### src/rtl/xde_pkg.sv
package xde_pkg;

  typedef enum logic [1:0] {
    SER_IDLE = 2'd0,
    SER_HDR  = 2'd1,
    SER_PAY  = 2'd2
  } ser_state_e;

  // Header bits before padding: mask + per-lane offsets + shared length
  function automatic int hdr_bits_max(input int lanes, input int ofs_w);
    return lanes + ofs_w * (lanes + 1);
  endfunction

endpackage

### src/rtl/xde_lane_scan.sv
module xde_lane_scan #(
  parameter  int WORD_BYTES = 8,
  localparam int OFS_W      = $clog2(WORD_BYTES),
  localparam int WORD_W     = WORD_BYTES * 8
) (
  input  logic [WORD_W-1:0] word_i,
  output logic              is_zero_o,
  output logic [OFS_W-1:0]  tz_bytes_o,
  output logic [OFS_W:0]    sig_len_o
);

  logic [WORD_BYTES-1:0] byte_zero;

  genvar gb;
  generate
    for (gb = 0; gb < WORD_BYTES; gb++) begin : g_byte
      assign byte_zero[gb] = (word_i[gb*8 +: 8] == 8'h00);
    end
  endgenerate

  always_comb begin
    int  tz_cnt;
    int  lz_cnt;
    logic hit_lo;
    logic hit_hi;
    tz_cnt = 0;
    lz_cnt = 0;
    hit_lo = 1'b0;
    hit_hi = 1'b0;
    for (int b = 0; b < WORD_BYTES; b++) begin
      if (!hit_lo && byte_zero[b]) tz_cnt++;
      else                         hit_lo = 1'b1;
      if (!hit_hi && byte_zero[WORD_BYTES-1-b]) lz_cnt++;
      else                                      hit_hi = 1'b1;
    end
    is_zero_o  = &byte_zero;
    tz_bytes_o = is_zero_o ? '0 : OFS_W'(tz_cnt);
    sig_len_o  = is_zero_o ? '0 : (OFS_W+1)'(WORD_BYTES - tz_cnt - lz_cnt);
  end

endmodule

### src/rtl/xde_header_pack.sv
module xde_header_pack #(
  parameter  int LANES      = 8,
  parameter  int WORD_BYTES = 8,
  localparam int OFS_W      = $clog2(WORD_BYTES),
  localparam int HDR_BITS   = xde_pkg::hdr_bits_max(LANES, OFS_W),
  localparam int HDR_BYTES  = (HDR_BITS + 7) / 8,
  localparam int HDR_W      = HDR_BYTES * 8,
  localparam int HB_W       = $clog2(HDR_BYTES + 1)
) (
  input  logic [LANES-1:0]       mask_i,
  input  logic [LANES*OFS_W-1:0] ofs_i,
  input  logic [OFS_W-1:0]       len_code_i,
  output logic [HDR_W-1:0]       hdr_o,
  output logic [HB_W-1:0]        hdr_bytes_o
);

  always_comb begin
    int pos;
    hdr_o              = '0;
    hdr_o[LANES-1:0]   = mask_i;
    pos                = LANES;
    for (int l = 0; l < LANES; l++) begin
      if (!mask_i[l]) begin
        for (int k = 0; k < OFS_W; k++) hdr_o[pos+k] = ofs_i[l*OFS_W+k];
        pos += OFS_W;
      end
    end
    if (!(&mask_i)) begin
      for (int k = 0; k < OFS_W; k++) hdr_o[pos+k] = len_code_i[k];
      pos += OFS_W;
    end
    hdr_bytes_o = HB_W'((pos + 7) / 8);
  end

endmodule

### src/rtl/xde_serializer.sv
module xde_serializer #(
  parameter  int LANES      = 8,
  parameter  int WORD_BYTES = 8,
  parameter  int HDR_W      = 40,
  localparam int OFS_W      = $clog2(WORD_BYTES),
  localparam int WORD_W     = WORD_BYTES * 8,
  localparam int LW         = (LANES > 1) ? $clog2(LANES) : 1,
  localparam int HB_W       = $clog2(HDR_W / 8 + 1)
) (
  input  logic                      clk,
  input  logic                      rst_n,
  input  logic                      load_i,
  input  logic [LANES*WORD_W-1:0]   load_words_i,
  input  logic [LANES-1:0]          load_sel_i,
  input  logic [LANES*OFS_W-1:0]    load_ofs_i,
  input  logic [OFS_W:0]            load_len_i,
  input  logic [HDR_W-1:0]          load_hdr_i,
  input  logic [HB_W-1:0]           load_hdr_bytes_i,
  input  logic                      out_ready_i,
  output logic                      busy_o,
  output logic                      out_valid_o,
  output logic [7:0]                out_data_o,
  output logic                      out_last_o
);
  import xde_pkg::*;

  ser_state_e                state_q, state_d;
  logic [HB_W-1:0]           hidx_q, hidx_d;
  logic [LW-1:0]             lane_q, lane_d;
  logic [OFS_W-1:0]          bidx_q, bidx_d;

  logic [LANES*WORD_W-1:0]   words_q;
  logic [LANES-1:0]          sel_q;
  logic [LANES*OFS_W-1:0]    ofs_q;
  logic [OFS_W:0]            len_q;
  logic [HDR_W-1:0]          hdr_q;
  logic [HB_W-1:0]           hdr_bytes_q;
  logic                      capture;

  // {found, index} of the lowest selected lane at or above 'from'
  function automatic logic [LW:0] find_sel(input logic [LANES-1:0] sel, input int from);
    logic [LW:0] r;
    r = '0;
    for (int i = LANES - 1; i >= 0; i--) begin
      if (sel[i] && (i >= from)) r = {1'b1, LW'(i)};
    end
    return r;
  endfunction

  logic [LW:0]        nxt_sel, first_q_sel, first_ld_sel;
  logic [WORD_W-1:0]  lane_word;
  logic [OFS_W-1:0]   cur_ofs;
  logic [OFS_W:0]     src_byte;
  logic [7:0]         pay_byte, hdr_byte;
  logic               hdr_end, pay_end, fire;

  always_comb begin
    nxt_sel      = find_sel(sel_q, int'(lane_q) + 1);
    first_q_sel  = find_sel(sel_q, 0);
    first_ld_sel = find_sel(load_sel_i, 0);
    lane_word    = words_q[lane_q*WORD_W +: WORD_W];
    cur_ofs      = ofs_q[lane_q*OFS_W +: OFS_W];
    src_byte     = {1'b0, cur_ofs} + {1'b0, bidx_q};
    // shifting past the top of the word yields zero bytes
    pay_byte     = 8'(lane_word >> {src_byte, 3'b000});
    hdr_byte     = 8'(hdr_q >> {hidx_q, 3'b000});
    hdr_end      = (hidx_q == hdr_bytes_q - 1'b1);
    pay_end      = ({1'b0, bidx_q} == len_q - 1'b1);
  end

  assign busy_o      = (state_q != SER_IDLE);
  assign out_valid_o = busy_o;
  assign out_data_o  = (state_q == SER_HDR) ? hdr_byte : pay_byte;
  assign out_last_o  = (state_q == SER_HDR) ? (hdr_end && !first_q_sel[LW])
                                            : (pay_end && !nxt_sel[LW]);
  assign fire        = out_valid_o && out_ready_i;

  // next-state logic
  always_comb begin
    state_d = state_q;
    hidx_d  = hidx_q;
    lane_d  = lane_q;
    bidx_d  = bidx_q;
    capture = 1'b0;
    unique case (state_q)
      SER_IDLE: begin
        if (load_i) begin
          capture = 1'b1;
          state_d = (load_hdr_bytes_i != '0) ? SER_HDR : SER_PAY;
          hidx_d  = '0;
          bidx_d  = '0;
          lane_d  = first_ld_sel[LW-1:0];
        end
      end
      SER_HDR: begin
        if (fire) begin
          if (hdr_end) begin
            if (first_q_sel[LW]) begin
              state_d = SER_PAY;
              lane_d  = first_q_sel[LW-1:0];
              bidx_d  = '0;
            end else begin
              state_d = SER_IDLE;
            end
          end else begin
            hidx_d = hidx_q + 1'b1;
          end
        end
      end
      SER_PAY: begin
        if (fire) begin
          if (pay_end) begin
            if (nxt_sel[LW]) begin
              lane_d = nxt_sel[LW-1:0];
              bidx_d = '0;
            end else begin
              state_d = SER_IDLE;
            end
          end else begin
            bidx_d = bidx_q + 1'b1;
          end
        end
      end
      default: state_d = SER_IDLE;
    endcase
  end

  // control registers
  always_ff @(posedge clk or negedge rst_n) begin
    if (!rst_n) begin
      state_q <= SER_IDLE;
      hidx_q  <= '0;
      lane_q  <= '0;
      bidx_q  <= '0;
    end else begin
      state_q <= state_d;
      hidx_q  <= hidx_d;
      lane_q  <= lane_d;
      bidx_q  <= bidx_d;
    end
  end

  // block contents, enable-only
  always_ff @(posedge clk) begin
    if (capture) begin
      words_q     <= load_words_i;
      sel_q       <= load_sel_i;
      ofs_q       <= load_ofs_i;
      len_q       <= load_len_i;
      hdr_q       <= load_hdr_i;
      hdr_bytes_q <= load_hdr_bytes_i;
    end
  end


  out_hold_chk: assert property (@(posedge clk) disable iff (!rst_n)
    out_valid_o && !out_ready_i |=> out_valid_o && $stable(out_data_o) && $stable(out_last_o));


  pay_len_range_chk: assert property (@(posedge clk) disable iff (!rst_n)
    (state_q == SER_PAY) |-> (len_q != '0) && (len_q <= (OFS_W+1)'(WORD_BYTES)));


  last_ends_block_chk: assert property (@(posedge clk) disable iff (!rst_n)
    fire && out_last_o |=> !out_valid_o);

endmodule

### src/rtl/xdelta_block_encoder.sv
module xdelta_block_encoder #(
  parameter  int LANES      = 8,
  parameter  int WORD_BYTES = 8,
  localparam int WORD_W     = WORD_BYTES * 8,
  localparam int DATA_W     = LANES * WORD_W
) (
  input  logic              clk,
  input  logic              rst_n,
  input  logic              in_valid,
  input  logic              in_ref,
  input  logic [DATA_W-1:0] in_data,
  output logic              in_ready,
  output logic              out_valid,
  input  logic              out_ready,
  output logic [7:0]        out_data,
  output logic              out_last
);
  localparam int OFS_W     = $clog2(WORD_BYTES);
  localparam int HDR_BITS  = xde_pkg::hdr_bits_max(LANES, OFS_W);
  localparam int HDR_BYTES = (HDR_BITS + 7) / 8;
  localparam int HDR_W     = HDR_BYTES * 8;
  localparam int HB_W      = $clog2(HDR_BYTES + 1);

  logic [DATA_W-1:0]      hist_q, hist_d;
  logic [DATA_W-1:0]      xor_w;
  logic [LANES-1:0]       lane_zero;
  logic [LANES*OFS_W-1:0] lane_tz;
  logic [OFS_W:0]         lane_sig [LANES];
  logic [OFS_W:0]         max_len;
  logic [OFS_W-1:0]       len_code;
  logic [HDR_W-1:0]       hdr_w;
  logic [HB_W-1:0]        hdr_bytes_w;
  logic                   busy;
  logic                   acc;

  logic [DATA_W-1:0]      ld_words;
  logic [LANES-1:0]       ld_sel;
  logic [LANES*OFS_W-1:0] ld_ofs;
  logic [OFS_W:0]         ld_len;
  logic [HB_W-1:0]        ld_hdr_bytes;

  assign in_ready = !busy;
  assign acc      = in_valid && in_ready;
  assign xor_w    = in_data ^ hist_q;

  genvar gl;
  generate
    for (gl = 0; gl < LANES; gl++) begin : g_lane
      xde_lane_scan #(.WORD_BYTES(WORD_BYTES)) u_scan (
        .word_i     (xor_w[gl*WORD_W +: WORD_W]),
        .is_zero_o  (lane_zero[gl]),
        .tz_bytes_o (lane_tz[gl*OFS_W +: OFS_W]),
        .sig_len_o  (lane_sig[gl])
      );
    end
  endgenerate

  always_comb begin
    max_len = '0;
    for (int l = 0; l < LANES; l++) begin
      if (!lane_zero[l] && (lane_sig[l] > max_len)) max_len = lane_sig[l];
    end
    len_code = (max_len == '0) ? '0 : OFS_W'(max_len - 1'b1);
  end

  xde_header_pack #(.LANES(LANES), .WORD_BYTES(WORD_BYTES)) u_hdr (
    .mask_i      (lane_zero),
    .ofs_i       (lane_tz),
    .len_code_i  (len_code),
    .hdr_o       (hdr_w),
    .hdr_bytes_o (hdr_bytes_w)
  );

  always_comb begin
    if (in_ref) begin
      ld_words     = in_data;
      ld_sel       = '1;
      ld_ofs       = '0;
      ld_len       = (OFS_W+1)'(WORD_BYTES);
      ld_hdr_bytes = '0;
    end else begin
      ld_words     = xor_w;
      ld_sel       = ~lane_zero;
      ld_ofs       = lane_tz;
      ld_len       = max_len;
      ld_hdr_bytes = hdr_bytes_w;
    end
  end

  xde_serializer #(.LANES(LANES), .WORD_BYTES(WORD_BYTES), .HDR_W(HDR_W)) u_ser (
    .clk              (clk),
    .rst_n            (rst_n),
    .load_i           (acc),
    .load_words_i     (ld_words),
    .load_sel_i       (ld_sel),
    .load_ofs_i       (ld_ofs),
    .load_len_i       (ld_len),
    .load_hdr_i       (hdr_w),
    .load_hdr_bytes_i (ld_hdr_bytes),
    .out_ready_i      (out_ready),
    .busy_o           (busy),
    .out_valid_o      (out_valid),
    .out_data_o       (out_data),
    .out_last_o       (out_last)
  );

  // lane history: next-state and register
  always_comb begin
    hist_d = hist_q;
    if (acc) hist_d = in_data;
  end

  always_ff @(posedge clk or negedge rst_n) begin
    if (!rst_n) hist_q <= '0;
    else        hist_q <= hist_d;
  end


  busy_blocks_input_chk: assert property (@(posedge clk) disable iff (!rst_n)
    out_valid |-> !in_ready);


  all_same_one_byte_chk: assert property (@(posedge clk) disable iff (!rst_n)
    acc && !in_ref && (in_data == hist_q) |=> out_valid && out_last && (out_data == 8'hFF));


  ref_first_byte_chk: assert property (@(posedge clk) disable iff (!rst_n)
    acc && in_ref |=> out_valid && !out_last && (out_data == $past(in_data[7:0])));


  mask_lane0_chk: assert property (@(posedge clk) disable iff (!rst_n)
    acc && !in_ref |=> out_data[0] == ($past(in_data[WORD_W-1:0]) == $past(hist_q[WORD_W-1:0])));

endmodule

### config.mk
export PLATFORM = sky130hd
export DESIGN_NAME = xdelta_block_encoder
export DESIGN_NICKNAME = d
export VERILOG_FILES = /design/src/rtl/xde_pkg.sv /design/src/rtl/xde_lane_scan.sv /design/src/rtl/xde_header_pack.sv /design/src/rtl/xde_serializer.sv /design/src/rtl/xdelta_block_encoder.sv
export SDC_FILE = /design/constraint.sdc
export NUM_CORES = 2
export LEC_CHECK = 0
export ABC_CLOCK_PERIOD_IN_PS = 37100
export BUFFER_PORTS_ARGS = -buffer_cell sky130_fd_sc_hd__buf_2
export CAP_MARGIN = 15
export CORE_UTILIZATION = 60
export DETAILED_ROUTE_END_ITERATION = 12
export GPL_TIMING_DRIVEN = 1
export PLACE_DENSITY = 0.79
export SLEW_MARGIN = 20
export SYNTH_ARGS = -nofsm -noshare
export SYNTH_HDL_FRONTEND = slang
export SYNTH_SLANG_ARGS = --single-unit
### constraint.sdc
create_clock -name clk -period 37.1 [get_ports clk]
set_clock_uncertainty 0.05 [all_clocks]
set_input_delay 7.42 -clock clk [delete_from_list [all_inputs] [get_ports clk]]
set_output_delay 7.42 -clock clk [all_outputs]
set_load 0.02 [all_outputs]
Yosys cells after proc, flatten, opt, wreduce, memory -nomap -nowiden
Cells that the tools add are included.
{"block": "word_totals", "register_bits": 1114, "latch_bits": 0, "mem_bits_rw": 0, "romBits": 0, "inputBits": 517, "elab_cells": 1019, "mem_count": 0}
{"block": "op_classes", "n_addsub": 161, "n_mul": 1, "div_mod_pow": 0, "magnitude_cmp": 64, "n_eq_ne": 14, "shifts": 4, "mux": 414, "bitwise_logic": 3, "n_reduce_logical": 347}
{"op": "40-bit bitwise mux", "n": 24}
{"op": "32-bit by 1-bit greater-or-equal comparator with 1-bit output, second input constant", "n": 23}
{"op": "32-bit by 8-bit < comparator with 1-bit output, second input constant", "n": 23}
{"op": "4-bit 2-to-1 mux", "n": 144}
{"op": "8-bit zero test", "n": 64}
{"op": "512-bit 2-to-1 mux", "n": 1}
{"op": "512-bit by 10-bit indexed part select with 64-bit output", "n": 1}
{"op": "512-bit XOR", "n": 1}
{"op": "32-bit by 3-bit adder with 32-bit output, second input constant", "n": 14}
{"op": "4-bit by 2-bit adder with 4-bit output, second input constant", "n": 96}
{"op": "40-bit 2-to-1 mux", "n": 8}
{"op": "32-bit 2-to-1 mux", "n": 8}
{"op": "32-bit by 2-bit adder with 32-bit output, second input constant", "n": 7}
{"op": "1-bit logical AND", "n": 156}
{"op": "1-bit 2-to-1 mux", "n": 155}
{"op": "1-bit demux with 6-bit select", "n": 24}
{"op": "4-bit by 32-bit greater-or-equal comparator with 1-bit output, first input constant", "n": 4}
{"op": "1-bit zero test", "n": 107}
{"op": "3-bit 2-to-1 mux", "n": 35}
{"op": "8-bit AND reduction", "n": 9}
{"op": "3-bit by 32-bit greater-or-equal comparator with 1-bit output, first input constant", "n": 2}
{"op": "64-bit AND reduction", "n": 1}
{"op": "64-bit by 7-bit >> shifter with 8-bit output", "n": 1}
{"op": "40-bit by 6-bit >> shifter with 8-bit output", "n": 1}
{"op": "42 further kinds", "n": 99}

Longest topological paths before layout
{"block": "logic_depth", "word_depth": 56, "mapped_depth": 96, "depth_no_buf": 92}

Hierarchy
Synthesis repeated with hierarchy kept, for this count alone.
{"block": "hier_totals", "hier_cells": 7415, "area_unflattened_um2": 77808.4}
{"mod": "xdelta_block_encoder", "n_inst": 1, "cells_per_inst": 2946, "area_each_um2": 33068.0, "seq_area_each_um2": 12812.3}
{"mod": "xde_serializer", "n_inst": 1, "cells_per_inst": 1112, "area_each_um2": 23640.2, "seq_area_each_um2": 18022.3}
{"mod": "xde_header_pack", "n_inst": 1, "cells_per_inst": 2197, "area_each_um2": 13272.7, "seq_area_each_um2": 0.0}
{"mod": "xde_lane_scan", "n_inst": 8, "cells_per_inst": 145, "area_each_um2": 978.4, "seq_area_each_um2": 0.0}

Least setup slack after synthesis
OpenSTA, ideal clock, no wires.
{"block": "synth_timing", "path_type": "input-to-reg", "start": "input port in_valid", "end": "register u_ser.hdr_bytes_q[0], enable pin", "setup_time_ns": 1.185, "t_arrival_ns": 23.803, "t_required_ns": 35.865, "path_slack_ns": 12.062, "path_stages": 3, "n_path_buf": 1, "path_cell_list": "nand2_1 inv_2 clkbuf_1"}
{"block": "synth_via", "elab_chain_len": 3}
{"element": "from (decl)", "line_no": "xdelta_block_encoder.sv:9", "source": "input logic in_valid,"}
{"element": "1-bit logical AND", "line_no": "xdelta_block_encoder.sv:43", "source": "assign acc = in_valid && in_ready;"}
{"element": "via acc", "line_no": "xdelta_block_encoder.sv:34", "source": "logic acc;"}
{"element": "1-bit 2-to-1 mux", "line_no": "xde_serializer.sv:87", "source": "if (load_i) begin"}
{"element": "1-bit 2-to-1 mux", "line_no": "xde_serializer.sv:85", "source": "unique case (state_q)"}
{"element": "to (signal assigned)", "line_no": "xde_serializer.sv:151", "source": "hdr_bytes_q <= load_hdr_bytes_i;"}
{"element": "to (decl)", "line_no": "xde_serializer.sv:37", "source": "logic [HB_W-1:0] hdr_bytes_q;"}
The timed path passes the listed nets, and every way through them passes these cells.
A chain may end at the register's enable or synchronous reset.

Final worst setup path
{"block": "layout_timing", "start": "input port in_data[116]", "end": "register u_ser.hdr_q[16] (data pin)"}
{"block": "layout_via", "elab_chain_len": 51}
{"element": "from (decl)", "line_no": "xdelta_block_encoder.sv:11", "source": "input logic [DATA_W-1:0] in_data,"}
{"element": "512-bit XOR (*)", "line_no": "xdelta_block_encoder.sv:44", "source": "assign xor_w = in_data ^ hist_q;"}
{"element": "8-bit zero test (*)", "line_no": "xde_lane_scan.sv:17", "source": "assign byte_zero[gb] = (word_i[gb*8 +: 8] == 8'h00);"}
{"element": "branches (longest 48 deep; another with 4-bit by 2-bit adder with 4-bit output)"}
{"element": "40-bit 2-to-1 mux (*)", "line_no": "xde_header_pack.sv:28", "source": "if (!(&mask_i)) begin"}
{"element": "via hdr_w[16]", "line_no": "xdelta_block_encoder.sv:31", "source": "logic [HDR_W-1:0] hdr_w;"}
{"element": "to (signal assigned)", "line_no": "xde_serializer.sv:150", "source": "hdr_q <= load_hdr_i;"}
{"element": "to (decl)", "line_no": "xde_serializer.sv:36", "source": "logic [HDR_W-1:0] hdr_q;"}
Mark *: on every way through the listed nets, which the timed path passes.

==> results.cfg <==
[synthesis]
ys.flop_type = edfxtp_1
synth-seq-cells = 1114
synth_top_cell_by_area = edfxtp_1
synth-edff-count = 591
ys_seq_area_frac = 0.402
synth-async-reset-ratio = 0.469
synth_area_leaders = edfxtp_1 23%, dfrtp_1 17%, nand2_1 9.9%
synth_cell_types = 118
yosys.area.top_type_share = 0.232
synthCells = 8422
avgSynthCellArea_um2 = 9.10
yosysWarningCount = 0
synth_nets = 9128
netlist_area_um2 = 76600

[placed_design]
place_congestion = 1.08
dpl.hpwl_um = 221000
io_buffers = 527

[worst_hold_path]
hold_class = reg2reg

[timing]
max_slew_margin = 0.125
max_slew.worst_pin.slew_ps = 1310
finalSetupTns_ps = 0
hold_violations = 0
rsz0062_at_grt = false
whs_ps = 470
max_freq_ghz = 0.0378
finalSetupViolCount = 0
slew_violations = 0
finalCritPeriodShare = 0.713
min_period_ps = 26460

[die]
die_height_um = 359
die_w_um = 359
std_cell_rows = 130
coreArea_um2 = 126000
start_util = 0.607
ios = 528
dieArea_um2 = 129000

[cts]
cts_setup_buffers = 0
cts_tree = built
path_clk_slew_ps = 70
cts_max_level = 3
holdBufCountCts = 0
cts_resized = 0
clk_path_buf_depth = 3
numCtsBuffers = 116
clk_latency_ps = 790
cts_sinks = 1114
cts_root_buf = clkbuf_16

[drt]
drc = 0
vias = 70100
drtIter0Drc = 10300
vias_per_cell = 6.60
drtPass1Iterations = 10
drt_wl_total_um = 299000
ant_nets = 0
routedWlPerCell_um = 28.2

[worst_setup_path]
cp_slowest_cell = nor4_1
worstSetupPathType = in2reg
worst-endpoint-arrival_ps = 27010
cp_slowest_stage_delay_ps = 920
required_ps = 37650
endpoint_kind = flip-flop
start_kind = input pin
cp_num_buf_inv = 5
path_common_cell = ha_1
critPathTopFamily = compound AO/OA/AOI/OAI gates
path_max_fanout = 28
r2r_setup_slack_ps = 16970

[status]
status = finished, final reports clean

[grt]
use_met2 = 0.671
grt-busiest-layer = met2
overflow = 0
grt_max_degree = 255
grt_pass1_vias = 66100
met1_usage = 0.575
antenna_found_initial = 137
grtUsageMet3 = 0.133
grt_use_total = 0.449
grt_pass1_wl_um = 434000

[final_layout]
n_fill_cell = 9714
layout-drive-gt1-share = 0.131
final_common_cell = nand2_1
nNetsFinal = 9473
syn2layout_area_growth_pct = 11.2
mostFrequentLayoutCells = 2,015 x nand2_1, 799 x xnor2_1, 591 x edfxtp_1

[run]
drv_cap = 0
==> synthesized netlist by cell type (85+ instances only) <==
library cell	number
o22ai_1	87
mux4_2	91
a22oi_1	85
clkbuf_1	360
inv_1	106
nor3_1	153
mux2i_1	137
dfrtp_1	523
nand2_1	2018
edfxtp_1	591
xor2_1	353
a21oi_1	249
ha_1	179
nor2_1	378
nand2b_1	548
o21ai_0	260
nand4_1	108
nor4_1	106
xnor2_1	800
nand3_1	183
==> flip-flops by register name (all words and copies together) (netlist names), 4 cells and up <==
signal	count
u_ser.len_q	4
u_ser.ofs_q	24
u_ser.sel_q	8
u_ser.words_q	512
hist_q	512
u_ser.hdr_q	40
==> worst paths after layout <==
check | startpoint | endpoint | cells past startpoint
hold reg to reg | hist_q[43]$_DFFE_PN0P_ | hist_q[43]$_DFFE_PN0P_ | 2
min in group asynchronous | rst_n | hist_q[78]$_DFFE_PN0P_ | 1
hold / removal | hist_q[43]$_DFFE_PN0P_ | hist_q[43]$_DFFE_PN0P_ | 2
setup / recovery | in_data[116] | u_ser.hdr_q[16]$_DFFE_PP_ | 85
max in group asynchronous | rst_n | hist_q[509]$_DFFE_PN0P_ | 5
setup reg to reg | hist_q[116]$_DFFE_PN0P_ | u_ser.hdr_q[16]$_DFFE_PP_ | 84
==> worst reg2reg max path: cells and delay by family (launching register included) <==
family / cells / cell delay, ps
multiplexers: 3 / 930
AO/OA/AOI/OAI: 33 / 6730
XOR/XNOR: 4 / 910
buffers and inverters: 4 / 1070
adder cells (fa/ha/maj): 14 / 4060
flip-flops: 1 / 410
AND/OR/NAND/NOR: 26 / 5800
==> through the flow <==
| stage | util | std cells | area [um^2] | setup slack [ps] |
|---|---|---|---|---|
| floorplan | - | 8422 | 76600 | 12060 |
| global placement | 0.641 | 10300 | 80900 | 10420 |
| detailed placement | 0.642 | 10300 | 81000 | 10480 |
| CTS | 0.673 | 10500 | 84900 | 11190 |
| global route | 0.675 | 10600 | 85100 | 9480 |
| finish | 0.675 | 10600 | 85200 | 10640 |
==> final cells by class <==
type / instances / area [um^2] / share of cell area
Antenna cell: 99 / 248 / 0.00291
Clock buffer: 155 / 3270 / 0.0384
Clock inverter: 67 / 658 / 0.00772
Inverter: 122 / 465 / 0.00546
Multi-Input combinational cell: 6750 / 43900 / 0.515
Sequential cell: 1114 / 30800 / 0.362
Tap cell: 1650 / 2060 / 0.0242
Timing Repair Buffer: 663 / 3830 / 0.0449
==> cells by family (layout without fill, tap and decap cells) <==
logic type,after synthesis,count (layout),synth area share
AO/OA/AOI/OAI,1322,1322,0.119
XOR/XNOR,1167,1167,0.136
adder cells (fa/ha/maj),190,190,0.0320
buffers and inverters,558,1007,0.0282
flip-flops,1114,1114,0.402
multiplexers,293,293,0.0543
other,0,99,0
AND/OR/NAND/NOR,3778,3778,0.229
==> per-layer routing <==
metal,vias up,share of wire,wire length (um)
li1,30400,-,-
met1,33600,0.37,110000
met2,4875,0.43,128000
met3,1123,0.13,37900
met4,98,0.073,21900
met5,-,0.0021,620
Power is not shown: default switching activity piles up to over one toggle a cycle in this logic, so the estimate is an artifact.
